`src/rtl/fnd_pkg.sv`:
```
package fnd_pkg;
  localparam int INT_W  = 13;
  localparam int FRAC_W = 2;
  localparam int SF_W   = INT_W + FRAC_W;
  localparam int SF_MIN = 2048;
  localparam int CNT_W  = INT_W + 1;

  typedef logic [SF_W-1:0] sf_t;

  function automatic sf_t clamp_sf(input sf_t w);
    if (w < sf_t'(SF_MIN)) return sf_t'(SF_MIN);
    return w;
  endfunction
endpackage

```
`src/rtl/fnd_cfg_sync.sv`:
```
module fnd_cfg_sync
  import fnd_pkg::*;
(
  input  logic clk,
  input  logic rst_n,
  input  sf_t  sf_word,
  input  logic sf_load,
  input  logic pump_busy,
  input  logic wrap,
  output logic apply,
  output logic running,
  output sf_t  eff_word,
  output sf_t  act_word,
  output logic clamped
);
  sf_t  shadow_q;
  logic pending_q;

  assign apply    = pending_q && !pump_busy && (wrap || !running);
  assign eff_word = apply ? shadow_q : act_word;

  always_ff @(posedge clk or negedge rst_n) begin
    if (!rst_n) begin
      shadow_q  <= '0;
      pending_q <= 1'b0;
      clamped   <= 1'b0;
    end else if (sf_load) begin
      shadow_q  <= clamp_sf(sf_word);
      pending_q <= 1'b1;
      clamped   <= (sf_word < sf_t'(SF_MIN));
    end else if (apply) begin
      pending_q <= 1'b0;
    end
  end

  always_ff @(posedge clk or negedge rst_n) begin
    if (!rst_n) begin
      act_word <= '0;
      running  <= 1'b0;
    end else if (apply) begin
      act_word <= shadow_q;
      running  <= 1'b1;
    end
  end

  // the active setting never moves while the pump is driving
  p_hold_busy_r6: assert property (@(posedge clk) disable iff (!rst_n)
    (running && pump_busy) |=> $stable(act_word));

  // an illegal word is raised to the minimum and flagged
  p_clamp_r7: assert property (@(posedge clk) disable iff (!rst_n)
    (sf_load && sf_word < sf_t'(SF_MIN)) |=> (clamped && shadow_q == sf_t'(SF_MIN)));

  // the running setting is always within the legal range
  p_active_legal_r7: assert property (@(posedge clk) disable iff (!rst_n)
    running |-> (act_word >= sf_t'(SF_MIN)));
endmodule

```
`src/rtl/fnd_modsel.sv`:
```
module fnd_modsel
  import fnd_pkg::*;
(
  input  logic              clk,
  input  logic              rst_n,
  input  logic              step,
  input  logic [FRAC_W-1:0] frac,
  output logic              carry
);
  logic [FRAC_W-1:0] acc_q;
  logic [FRAC_W:0]   sum;

  assign sum   = {1'b0, acc_q} + {1'b0, frac};
  assign carry = sum[FRAC_W];

  always_ff @(posedge clk or negedge rst_n) begin
    if (!rst_n)    acc_q <= '0;
    else if (step) acc_q <= sum[FRAC_W-1:0];
  end

  // the phase is held between period boundaries
  p_acc_hold_r4: assert property (@(posedge clk) disable iff (!rst_n)
    !step |=> $stable(acc_q));
endmodule

```
`src/rtl/fnd_count.sv`:
```
module fnd_count
  import fnd_pkg::*;
(
  input  logic             clk,
  input  logic             rst_n,
  input  logic             run,
  input  logic             start,
  input  logic [CNT_W-1:0] reload,
  output logic             wrap,
  output logic [CNT_W-1:0] cnt
);
  assign wrap = run && (cnt == '0);

  always_ff @(posedge clk or negedge rst_n) begin
    if (!rst_n)                 cnt <= '0;
    else if (start || wrap)     cnt <= reload;
    else if (run)               cnt <= cnt - 1'b1;
  end

  // mid-period the counter steps down by one
  p_count_dn_r2: assert property (@(posedge clk) disable iff (!rst_n)
    (run && !start && cnt != '0) |=> (cnt == $past(cnt) - 1'b1));

  // a terminal count is followed by a non-terminal one
  p_pulse_single_r10: assert property (@(posedge clk) disable iff (!rst_n)
    wrap |=> !wrap);
endmodule

```
`src/rtl/fnd_main_div.sv`:
```
module fnd_main_div
  import fnd_pkg::*;
(
  input  logic            clk,
  input  logic            rst_n,
  input  logic [SF_W-1:0] sf_word,
  input  logic            sf_load,
  input  logic            pump_busy,
  input  logic            test_en,
  output logic            div_pulse,
  output logic            mon_out,
  output logic            sf_clamped
);
  logic             apply, running, wrap, carry, start;
  sf_t              eff_word, act_word;
  logic [CNT_W-1:0] cnt, reload;

  fnd_cfg_sync u_cfg (
    .clk(clk), .rst_n(rst_n), .sf_word(sf_word), .sf_load(sf_load),
    .pump_busy(pump_busy), .wrap(wrap), .apply(apply), .running(running),
    .eff_word(eff_word), .act_word(act_word), .clamped(sf_clamped)
  );

  assign start = apply && !running;

  fnd_modsel u_sel (
    .clk(clk), .rst_n(rst_n), .step(start || wrap),
    .frac(eff_word[FRAC_W-1:0]), .carry(carry)
  );

  assign reload = {1'b0, eff_word[SF_W-1:FRAC_W]} + CNT_W'(carry) - 1'b1;

  fnd_count u_cnt (
    .clk(clk), .rst_n(rst_n), .run(running), .start(start),
    .reload(reload), .wrap(wrap), .cnt(cnt)
  );

  assign div_pulse = wrap;
  assign mon_out   = test_en & wrap;

  // every reload lands on N-1 or N for the setting now active
  p_reload_r2: assert property (@(posedge clk) disable iff (!rst_n)
    wrap |=> (cnt == {1'b0, act_word[SF_W-1:FRAC_W]} - 1'b1 ||
              cnt == {1'b0, act_word[SF_W-1:FRAC_W]}));

  // nothing comes out before the first setting is active
  p_idle_quiet_r1: assert property (@(posedge clk) disable iff (!rst_n)
    !running |-> !div_pulse);
endmodule

```
`config.mk`:
```
export PLATFORM = sky130hd
export DESIGN_NAME = fnd_main_div
export DESIGN_NICKNAME = d
export VERILOG_FILES = /design/src/rtl/fnd_pkg.sv /design/src/rtl/fnd_cfg_sync.sv /design/src/rtl/fnd_modsel.sv /design/src/rtl/fnd_count.sv /design/src/rtl/fnd_main_div.sv
export SDC_FILE = /design/constraint.sdc
export NUM_CORES = 1
export LEC_CHECK = 0
export ABC_CLOCK_PERIOD_IN_PS = 6800
export BUFFER_PORTS_ARGS = -buffer_cell sky130_fd_sc_hd__clkbuf_2
export CAP_MARGIN = 5
export CELL_PAD_IN_SITES_DETAIL_PLACEMENT = 0
export CELL_PAD_IN_SITES_GLOBAL_PLACEMENT = 1
export CORE_ASPECT_RATIO = 1.75
export CORE_MARGIN = 8
export CORE_UTILIZATION = 40
export DETAILED_ROUTE_END_ITERATION = 8
export PLACE_DENSITY_LB_ADDON = 0.1
export SETUP_SLACK_MARGIN = 0.15
export SYNTH_ARGS = -nofsm -noshare
export SYNTH_HDL_FRONTEND = slang
export SYNTH_SLANG_ARGS = --single-unit
export TNS_END_PERCENT = 20
```
`constraint.sdc`:
```
create_clock -name clk -period 6.8 [get_ports clk]
set_clock_uncertainty 0.05 [all_clocks]
set_input_delay 2.04 -clock clk [delete_from_list [all_inputs] [get_ports clk]]
set_output_delay 2.04 -clock clk [all_outputs]
set_load 0.02 [all_outputs]
```
==> After elaboration in Yosys (flattened, before gate mapping) <==
Cells that the tools add are included.
{ "word_totals": {"regBits": 49, "input_bits": 20, "output_inout_bits": 3} }
{ "op_classes": {"addsub": 4, "order_cmp": 1, "n_mux": 9, "bitwise_logic": 1, "reduce_logical": 11} }
{ "op_table": {"columns": ["op", "count"], "rows": [
  ["$mux W15", 3],
  ["$mux W14", 2],
  ["$sub A14 B1 Y14 const B", 2],
  ["$lt A15 B12 Y1 const B", 1],
  ["$add A13 B1 Y14", 1],
  ["$logic_not A14 Y1", 1],
  ["$logic_and A1 B1 Y1", 4],
  ["$mux W1", 4],
  ["$reduce_bool A2 Y1", 2],
  ["$add A2 B2 Y3", 1],
  ["$logic_not A1 Y1", 2],
  ["$logic_or A1 B1 Y1", 2],
  ["$and A1 B1 Y1", 1]
]} }

==> Depth between registers and ports, before layout <==
Gate-level depths: netlist (run 1).
{ "logic_depth": {"word_depth": 9, "ltp_mapped": 19} }

==> Modules after synthesis <==
Synthesis (run 1) repeated with hierarchy kept, for this count alone.
{ "hier_totals": {"hier_cells": 216, "hier_area_um2": 2553.7} }
{ "by_module_without_submodules": {"columns": ["module", "n_inst", "cells_each", "area_per_inst_um2", "seq_area_each_um2"], "rows": [
  ["fnd_cfg_sync", 1, 79, 1283.7, 825.8],
  ["fnd_count", 1, 88, 854.6, 350.3],
  ["fnd_main_div", 1, 38, 294.0, 0.0],
  ["fnd_modsel", 1, 11, 121.4, 50.0]
]} }

==> Worst setup path before layout (run 1) <==
Ideal clock, no wire load.
{ "synth_timing": {"kind": "in2reg", "from": "in pump_busy", "to": "reg u_cnt.cnt[9]", "setup_time_ns": 0.126, "arrival_ns": 5.194, "required_ns": 6.624, "slack_ns": 1.430, "cell_stages": 16, "n_path_buf": 3, "cell_sequence": "nor2b_1 nand2_1 buf_2 clkbuf_1 nand2_1 o21ai_1 ha_1 fa_1 inv_1 ha_1 clkbuf_1 or3b_2 nor4_1 xnor2_1 mux2i_1 a221o_1"} }
{ "synth_via": {"elab_chain_cells": 8} }
{ "synth_lines": {"columns": ["element", "line", "text"], "rows": [
  ["start: declaration", "fnd_main_div.sv:8", "input logic pump_busy,"],
  ["$logic_not A1 Y1", "fnd_cfg_sync.sv:19", "assign apply = pending_q && !pump_busy && (wrap || !running);"],
  ["$logic_and A1 B1 Y1 (2 in series)", "fnd_cfg_sync.sv:19", null],
  ["$mux W15", "fnd_cfg_sync.sv:20", "assign eff_word = apply ? shadow_q : act_word;"],
  ["net eff_word[0]", "fnd_main_div.sv:15", "sf_t eff_word, act_word;"],
  ["$add A2 B2 Y3", "fnd_modsel.sv:13", "assign sum = {1'b0, acc_q} + {1'b0, frac};"],
  ["$add A13 B1 Y14", "fnd_main_div.sv:31", "assign reload = {1'b0, eff_word[SF_W-1:FRAC_W]} + CNT_W'(carry) - 1'b1;"],
  ["$sub A14 B1 Y14", "fnd_main_div.sv:31", null],
  ["$mux W14", "fnd_count.sv:16", "else if (start || wrap) cnt <= reload;"],
  ["end signal: assignment", "fnd_count.sv:16", null],
  ["end signal: assignment", "fnd_count.sv:17", "else if (run) cnt <= cnt - 1'b1;"],
  ["end: declaration", "fnd_count.sv:10", "output logic [CNT_W-1:0] cnt"]
]} }
The timed path passes the listed nets, and every way through them passes these cells.
A chain may end at the register's enable or synchronous reset.

==> Worst setup path in the final report (run 1) <==
{ "layout_timing": {"from": "in pump_busy", "to": "reg u_cnt.cnt[12]"} }
Same word-level chain as after synthesis.

==> results of run 1 <==
through the flow:
stage          utilization (%)  cell area, um^2  hold WS [ns]  setup WS (ns)
6_report                 45.59             3274        0.4300          1.419
5_1_grt                  45.59             3274        0.4440          1.233
4_1_cts                  45.59             3274        0.4322          1.419
3_5_place_dp             43.66             3136        0.4178          1.113
3_3_place_gp             43.66             3136        0.4096          1.203
2_1_floorplan                -             2959        0.3998          1.430
critical path, stage by stage:
cell and delay [ns]:
clkbuf_2 0.09, nor2b_1 0.10, buf_4 0.19, nand2_1 0.13, nand2_1 0.09, o21ai_1 0.08
ha_1 0.20, fa_1 0.37, inv_1 0.10, ha_1 0.36, ha_1 0.35, or4b_2 0.66
nand3b_1 0.20, xnor2_1 0.17, mux2i_1 0.09, a221oi_1 0.29
cells in the final DEF (no fill, tap or decap), types with 7 or more instances in the layout:
cell type,count
dfrtp_1,49
nand2_1,48
clkbuf_2,22
o21ai_0,21
nor2_1,20
inv_1,19
a21oi_1,17
nor3_1,13
nor4_1,11
o21ai_1,10
xnor2_1,10
nand3_1,7
routing by layer:
layer | share of wire, % | wire [um]
met2 | 52 | 4193
met1 | 40 | 3216
met4 | 3.3 | 267
met3 | 4.1 | 332
met5 | 0 | 0
logic make-up after synthesis:
group / after synthesis
adders and majority gates: 5
buffers and inverters: 38
xor gates and xnor gates: 16
DFF: 49
and+or+nand+nor: 134
muxes: 11
AOI/OAI and AO/OA: 81
sequential cells by signal (all words and copies together), names as in the netlist:
register / count
u_cfg.act_word: 15
u_cfg.shadow_q: 15
u_cnt.cnt: 14
u_sel.acc_q: 2
u_cfg.clamped: 1
u_cfg.pending_q: 1
u_cfg.running: 1
area by class of cell:
type                            count  area, um^2  area share [%]
Inverter                           19       71.32           2.178
Clock inverter                      2       10.01          0.3057
Timing Repair Buffer               28       155.1           4.738
Tap cell                           86       107.6           3.286
Sequential cell                    49        1226           37.45
Multi-Input combinational cell    247        1575           48.11
Clock buffer                        6       128.9           3.936
report_power, final:
part	switching (W)	internal (W)
logic	0.000155	0.000137
clock network	0.000111	0.000135
registers	0.0000864	0.000361
total	0.000352	0.000633
worst max path at each step:
stage | startpoint | endpoint | slack [ns] | cells past startpoint
finish | pump_busy | u_cnt.cnt[12]$_DFFE_PN0P_ | 1.42 | 16
CTS | pump_busy | u_cnt.cnt[12]$_DFFE_PN0P_ | 1.42 | 16
global route | pump_busy | u_cnt.cnt[12]$_DFFE_PN0P_ | 1.23 | 16
global placement | pump_busy | u_cnt.cnt[12]$_DFFE_PN0P_ | 1.20 | 16
floorplan | pump_busy | u_cnt.cnt[9]$_DFFE_PN0P_ | 1.43 | 16
detailed placement | pump_busy | u_cnt.cnt[12]$_DFFE_PN0P_ | 1.11 | 16
synth_stat cells, types with 3 or more instances:
library cell  instances  area, um^2
xor2_1                6       52.55
or3b_2                4       35.03
buf_2                 3       15.01
xnor2_1              10       87.58
dfrtp_1              49        1226
a21oi_1              17       85.08
nor3b_1               4       30.03
inv_1                19       71.32
nor4_1               11       68.82
clkbuf_1             14       52.55
o21ai_1              10       50.05
nand4_1               3       18.77
nand3_1               7       35.03
a21o_1                6       45.04
ha_1                  4       50.05
mux2_2                3       33.78
nor2_1               20       75.07
nor3_1               13       65.06
mux2i_1               6       60.06
nand2_1              48       180.2
o21ai_0              21       105.1
==> results_dict.tcl, run 1 <==
set metrics [dict create \
    status "finished clean" \
    initial_core_util_pct 41.20 \
    busiest_layer "met2" \
    grtUsageTotal_pct 16.55 \
    synth_warnings 0 \
    antenna_found_initial 0 \
    grt_pass1_vias 2561 \
    drv_cap 0 \
    io_pins 23 \
    setup_violations 0 \
    clock_latency_ns 0.30 \
    wirelength_mm 8.010 \
    total_power_w 0.0009849 \
    synth_compound_area_share_pct 18.10 \
    slew-limit-headroom_pct 40.07 \
    cts_setup_buffers 0 \
    grt_max_degree 50 \
    arrival_ns 5.53 \
    post_cts_resized 0 \
    period_minus_slack_ns 5.381 \
    core-area_um2 7182 \
    fill_cells 754 \
    clk_path_buf_depth 2 \
    critPathKind "in -> reg" \
    use_met3_pct 2.961 \
    syn2layout_area_growth_pct 10.66 \
    synthMuxAreaShare_pct 4.313 \
    yosys.area_share.simple_pct 23.72 \
    wl_per_cell_um 18.33 \
    pwr_density_cell_nw_per_um2 300.8 \
    tritoncts "yes" \
    die_h_um 129.8 \
    grt_pass1_wl_mm 13.33 \
    setup_tns_ns 0 \
    tightestPinTransition_ns 0.8957 \
    drive_gt1_share_pct 15.10 \
    ys_seq_area_share_pct 41.44 \
    period_share_pct 79.13 \
    place_inst 429 \
    syn_nets 359 \
    hp-class "reg -> reg" \
    ys_ff_latch 49 \
    r2r_end "u_cnt.cnt[12]$_DFFE_PN0P_" \
    vdd_drop_max_mv 0.1692 \
    required_ns 6.95 \
    timing.hold.worst_endpoint "u_cfg.act_word[2]$_DFF_PN0_" \
    use_met1_pct 18.69 \
    hpwl_mm 5.984 \
    r2r_start "u_cnt.cnt[0]$_DFFE_PN0P_" \
    numCtsBuffers 5 \
    rsz0062_at_grt "false" \
    p_leak_nw 1.481 \
    async_flop_share_pct 100.0 \
    avgSynthCellArea_um2 8.860 \
    place.gp.congestion 0.8889 \
    cp_max_fo 12 \
    std_cell_rows 41 \
    met2_usage_pct 28.46 \
    drv_slew 0 \
    synth_area_um2 2959 \
    drt-vias-per-instance 5.735 \
    dr_total_vias 2506 \
    drtAntennaViolNets 0 \
    clock.fmax_mhz 185.9 \
    synth_edf_count 0 \
    port-buffer-count 22 \
    drc 0 \
    synth_top_family_by_area "simple AND/OR/NAND/NOR gates" \
    reg2reg_slack_ns 1.62 \
    fin_cells 437 \
    synth_flop_cell "dfrtp_1" \
    syn-instance-count 334 \
    synthAdderAreaFrac_pct 2.368 \
    cts_root_buf "clkbuf_16" \
    synth_cell_types 61 \
    startpoint_type "input port" \
    first_pass_iters 4 \
    grt_overflow 0 \
    clock_sinks 49 \
    diodes 0 \
    die_x_um 81.02 \
    dieArea_um2 10510 \
    min_path_cells 1 \
    postCtsHoldBufs 0 \
    clk_pin_slew_ns 0.06 \
    nNetsFinal 375 \
    endpoint_kind "flop" \
    min-delay-start "u_cfg.act_word[2]$_DFF_PN0_" \
    final_hold_viol_count 0 \
    h-tree-depth 2 \
    synthXorXnorAreaFrac_pct 4.736 \
    drtIter0Drc 97 \
    reg2reg_depth 18 \
]
Note: power is estimated with default switching activity, not from simulation.
==> run 2, diff against run 1 <==
--- a/config.mk
+++ b/config.mk
@@ -5,7 +5,7 @@
 export SDC_FILE = /design/constraint.sdc
 export NUM_CORES = 1
 export LEC_CHECK = 0
-export ABC_CLOCK_PERIOD_IN_PS = 6800
+export ABC_CLOCK_PERIOD_IN_PS = 4900
 export BUFFER_PORTS_ARGS = -buffer_cell sky130_fd_sc_hd__clkbuf_2
 export CAP_MARGIN = 5
 export CELL_PAD_IN_SITES_DETAIL_PLACEMENT = 0
==> constraint.sdc (replaced) <==
create_clock -name clk -period 4.9 [get_ports clk]
set_clock_uncertainty 0.05 [all_clocks]
set_input_delay 1.47 -clock clk [delete_from_list [all_inputs] [get_ports clk]]
set_output_delay 1.47 -clock clk [all_outputs]
set_load 0.02 [all_outputs]
==> run 2 against run 1 <==
Against the previous run:
- via count increased by 2.2%
- non-clock buffer count increased by 4
- utilization increased by 1.0 points
- sequential power increased by 40%
- die area unchanged
- global-route usage increased by 0.80 points
- register-to-register slack got worse by 1.1 ns
- critical path type is now reg -> reg
- largest cell class unchanged
==> results_dict.tcl, run 2 (synthesis gave the netlist of run 1 again) <==
set metrics [dict create \
    status "finished clean" \
    core-area_um2 7182 \
    drive_gt1_share_pct 17.23 \
    clock_sinks 49 \
    wl_met1_mm 3.495 \
    clk_pin_slew_ns 0.06 \
    wirelength_mm 8.357 \
    cp_max_fo 9 \
    die_x_um 81.02 \
    fill_cells 738 \
    tritoncts "yes" \
    setup_slack_ns 0.5060 \
    period_minus_slack_ns 4.394 \
    p_leak_nw 1.513 \
    vdd_drop_max_mv 0.2353 \
    required_ns 5.03 \
    multiInputGateArea_um2 1599 \
    critPathTopFamily "simple AND/OR/NAND/NOR gates" \
    nNetsFinal 379 \
    die_h_um 129.8 \
    first_pass_iters 4 \
    most-common-layout-cells "dfrtp_1, nand2_1, clkbuf_2" \
    arrival_ns 4.52 \
    grt_max_degree 50 \
    antenna_found_initial 0 \
    grtUsageTotal_pct 17.35 \
    std_cell_rows 41 \
    highest_layer "met4" \
    max_stage_delay_ns 0.50 \
    fin_cells 440 \
    numCtsBuffers 5 \
    drt-vias-per-instance 5.818 \
    place_ws_ns 0.1776 \
    post-route-util_pct 46.64 \
    period_share_pct 89.67 \
    clk_path_buf_depth 2 \
    grt_pass1_wl_mm 14.22 \
    wl_met2_mm 4.445 \
    initial_core_util_pct 41.20 \
    clock.fmax_mhz 227.6 \
    port-buffer-count 22 \
    h-tree-depth 2 \
    io_pins 23 \
    wl_met3_um 250 \
    hpwl_mm 6.122 \
    place.gp.congestion 0.9048 \
    layout_commonest_cell "dfrtp_1" \
    cts_root_buf "clkbuf_16" \
    dr_total_vias 2560 \
    tightestPinTransition_ns 0.8713 \
    diodes 0 \
    top_regs "u_cfg.act_word (15), u_cfg.shadow_q (15), u_cnt.cnt (14)" \
    critPathBufInv 3 \
    pwr_density_cell_nw_per_um2 428.7 \
    cpMostUsedCell "ha_1" \
    hp-class "reg -> reg" \
    setup_violations 0 \
    grt_pass1_vias 2634 \
    slowest_stage "or3b_2" \
    dieArea_um2 10510 \
    drtIter0Drc 103 \
    critPathKind "reg -> reg" \
    drc 0 \
    final_hold_viol_count 0 \
    endpoint_kind "flop" \
    drv_slew 0 \
    syn2layout_area_growth_pct 13.19 \
    path_cells "inv_1, ha_1, or3b_4, o41ai_4, nand2_2, nand2_1, o21ai_1, ha_1, fa_1, inv_1, ha_1, buf_4, or3b_2, nor4_2, xnor2_1, mux2i_1, a221o_1" \
    clock_latency_ns 0.29 \
    crit_cells 17 \
    wl_per_cell_um 18.99 \
    rsz0062_at_grt "false" \
    slew-limit-headroom_pct 41.92 \
    drv_cap 0 \
    grt_overflow 0 \
    startpoint_type "flop" \
    place_inst 431 \
    drtAntennaViolNets 0 \
    setup_tns_ns 0 \
    reg2reg_depth 17 \
    min_path_cells 1 \
    seq_area_um2 1226 \
]
## run 2: path summary, 6_finish.rpt
check,startpoint,endpoint,slack (ns)
setup / recovery,u_cnt.cnt[0]$_DFFE_PN0P_,u_cnt.cnt[9]$_DFFE_PN0P_,0.51
hold / removal,u_cfg.act_word[2]$_DFF_PN0_,u_cfg.act_word[2]$_DFF_PN0_,0.43
hold reg to reg,u_cfg.act_word[2]$_DFF_PN0_,u_cfg.act_word[2]$_DFF_PN0_,0.43
max in group asynchronous,rst_n,u_cfg.shadow_q[13]$_DFFE_PN0P_,3.13
setup reg to reg,u_cnt.cnt[0]$_DFFE_PN0P_,u_cnt.cnt[9]$_DFFE_PN0P_,0.51
min in group asynchronous,rst_n,u_cfg.clamped$_DFFE_PN0P_,1.23
## run 2: where the power goes
group          internal (W)  total [W]  switching [W]
combinational      0.000202   0.000426       0.000224
sequential         0.000501   0.000625       0.000124
clock              0.000237   0.000384       0.000147
total              0.000940    0.00144       0.000496
## run 2: metal layers
metal,track usage (%),vias to the layer above
met5,0,-
met4,6.243,0
met3,2.617,12
met2,29.70,51
met1,21.22,1265
li1,-,1232
## run 2: stage by stage
stage	total power, W	instance area [um^2]	hold slack (ns)
after detailed placement	0.001048	3157	0.4168
after global routing	0.001538	3349	0.4664
after global placement	0.001045	3157	0.4104
final	0.001436	3349	0.4283
after CTS	0.001439	3317	0.4319
after floorplan	0.0009041	2965	0.3998
## run 2: repair_timing
action / 4_1_cts / 5_1_grt
hold buffers: 0 / 0
resized for setup: 0 / 5
buffers inserted: 0 / 2
setup endpoints to repair: 0 / 5
## run 2: final cells by class
cell class | count | share of cell area (%)
clock inverter | 2 | 1.046
clock buffer | 5 | 3.736
tap | 86 | 3.213
multi-input combinational | 247 | 47.74
sequential | 49 | 36.61
inverter | 19 | 2.129
timing repair buffer | 32 | 5.529
## run 2: worst register-to-register path: stages, from the launching register on
cell	delay [ns]
dfrtp_1	0.39
inv_1	0.10
ha_1	0.19
or3b_4	0.44
o41ai_4	0.40
nand2_2	0.13
nand2_1	0.09
o21ai_1	0.09
ha_1	0.21
fa_1	0.37
inv_1	0.09
ha_1	0.17
buf_4	0.18
or3b_2	0.51
nor4_2	0.29
xnor2_1	0.16
mux2i_1	0.09
a221o_1	0.35
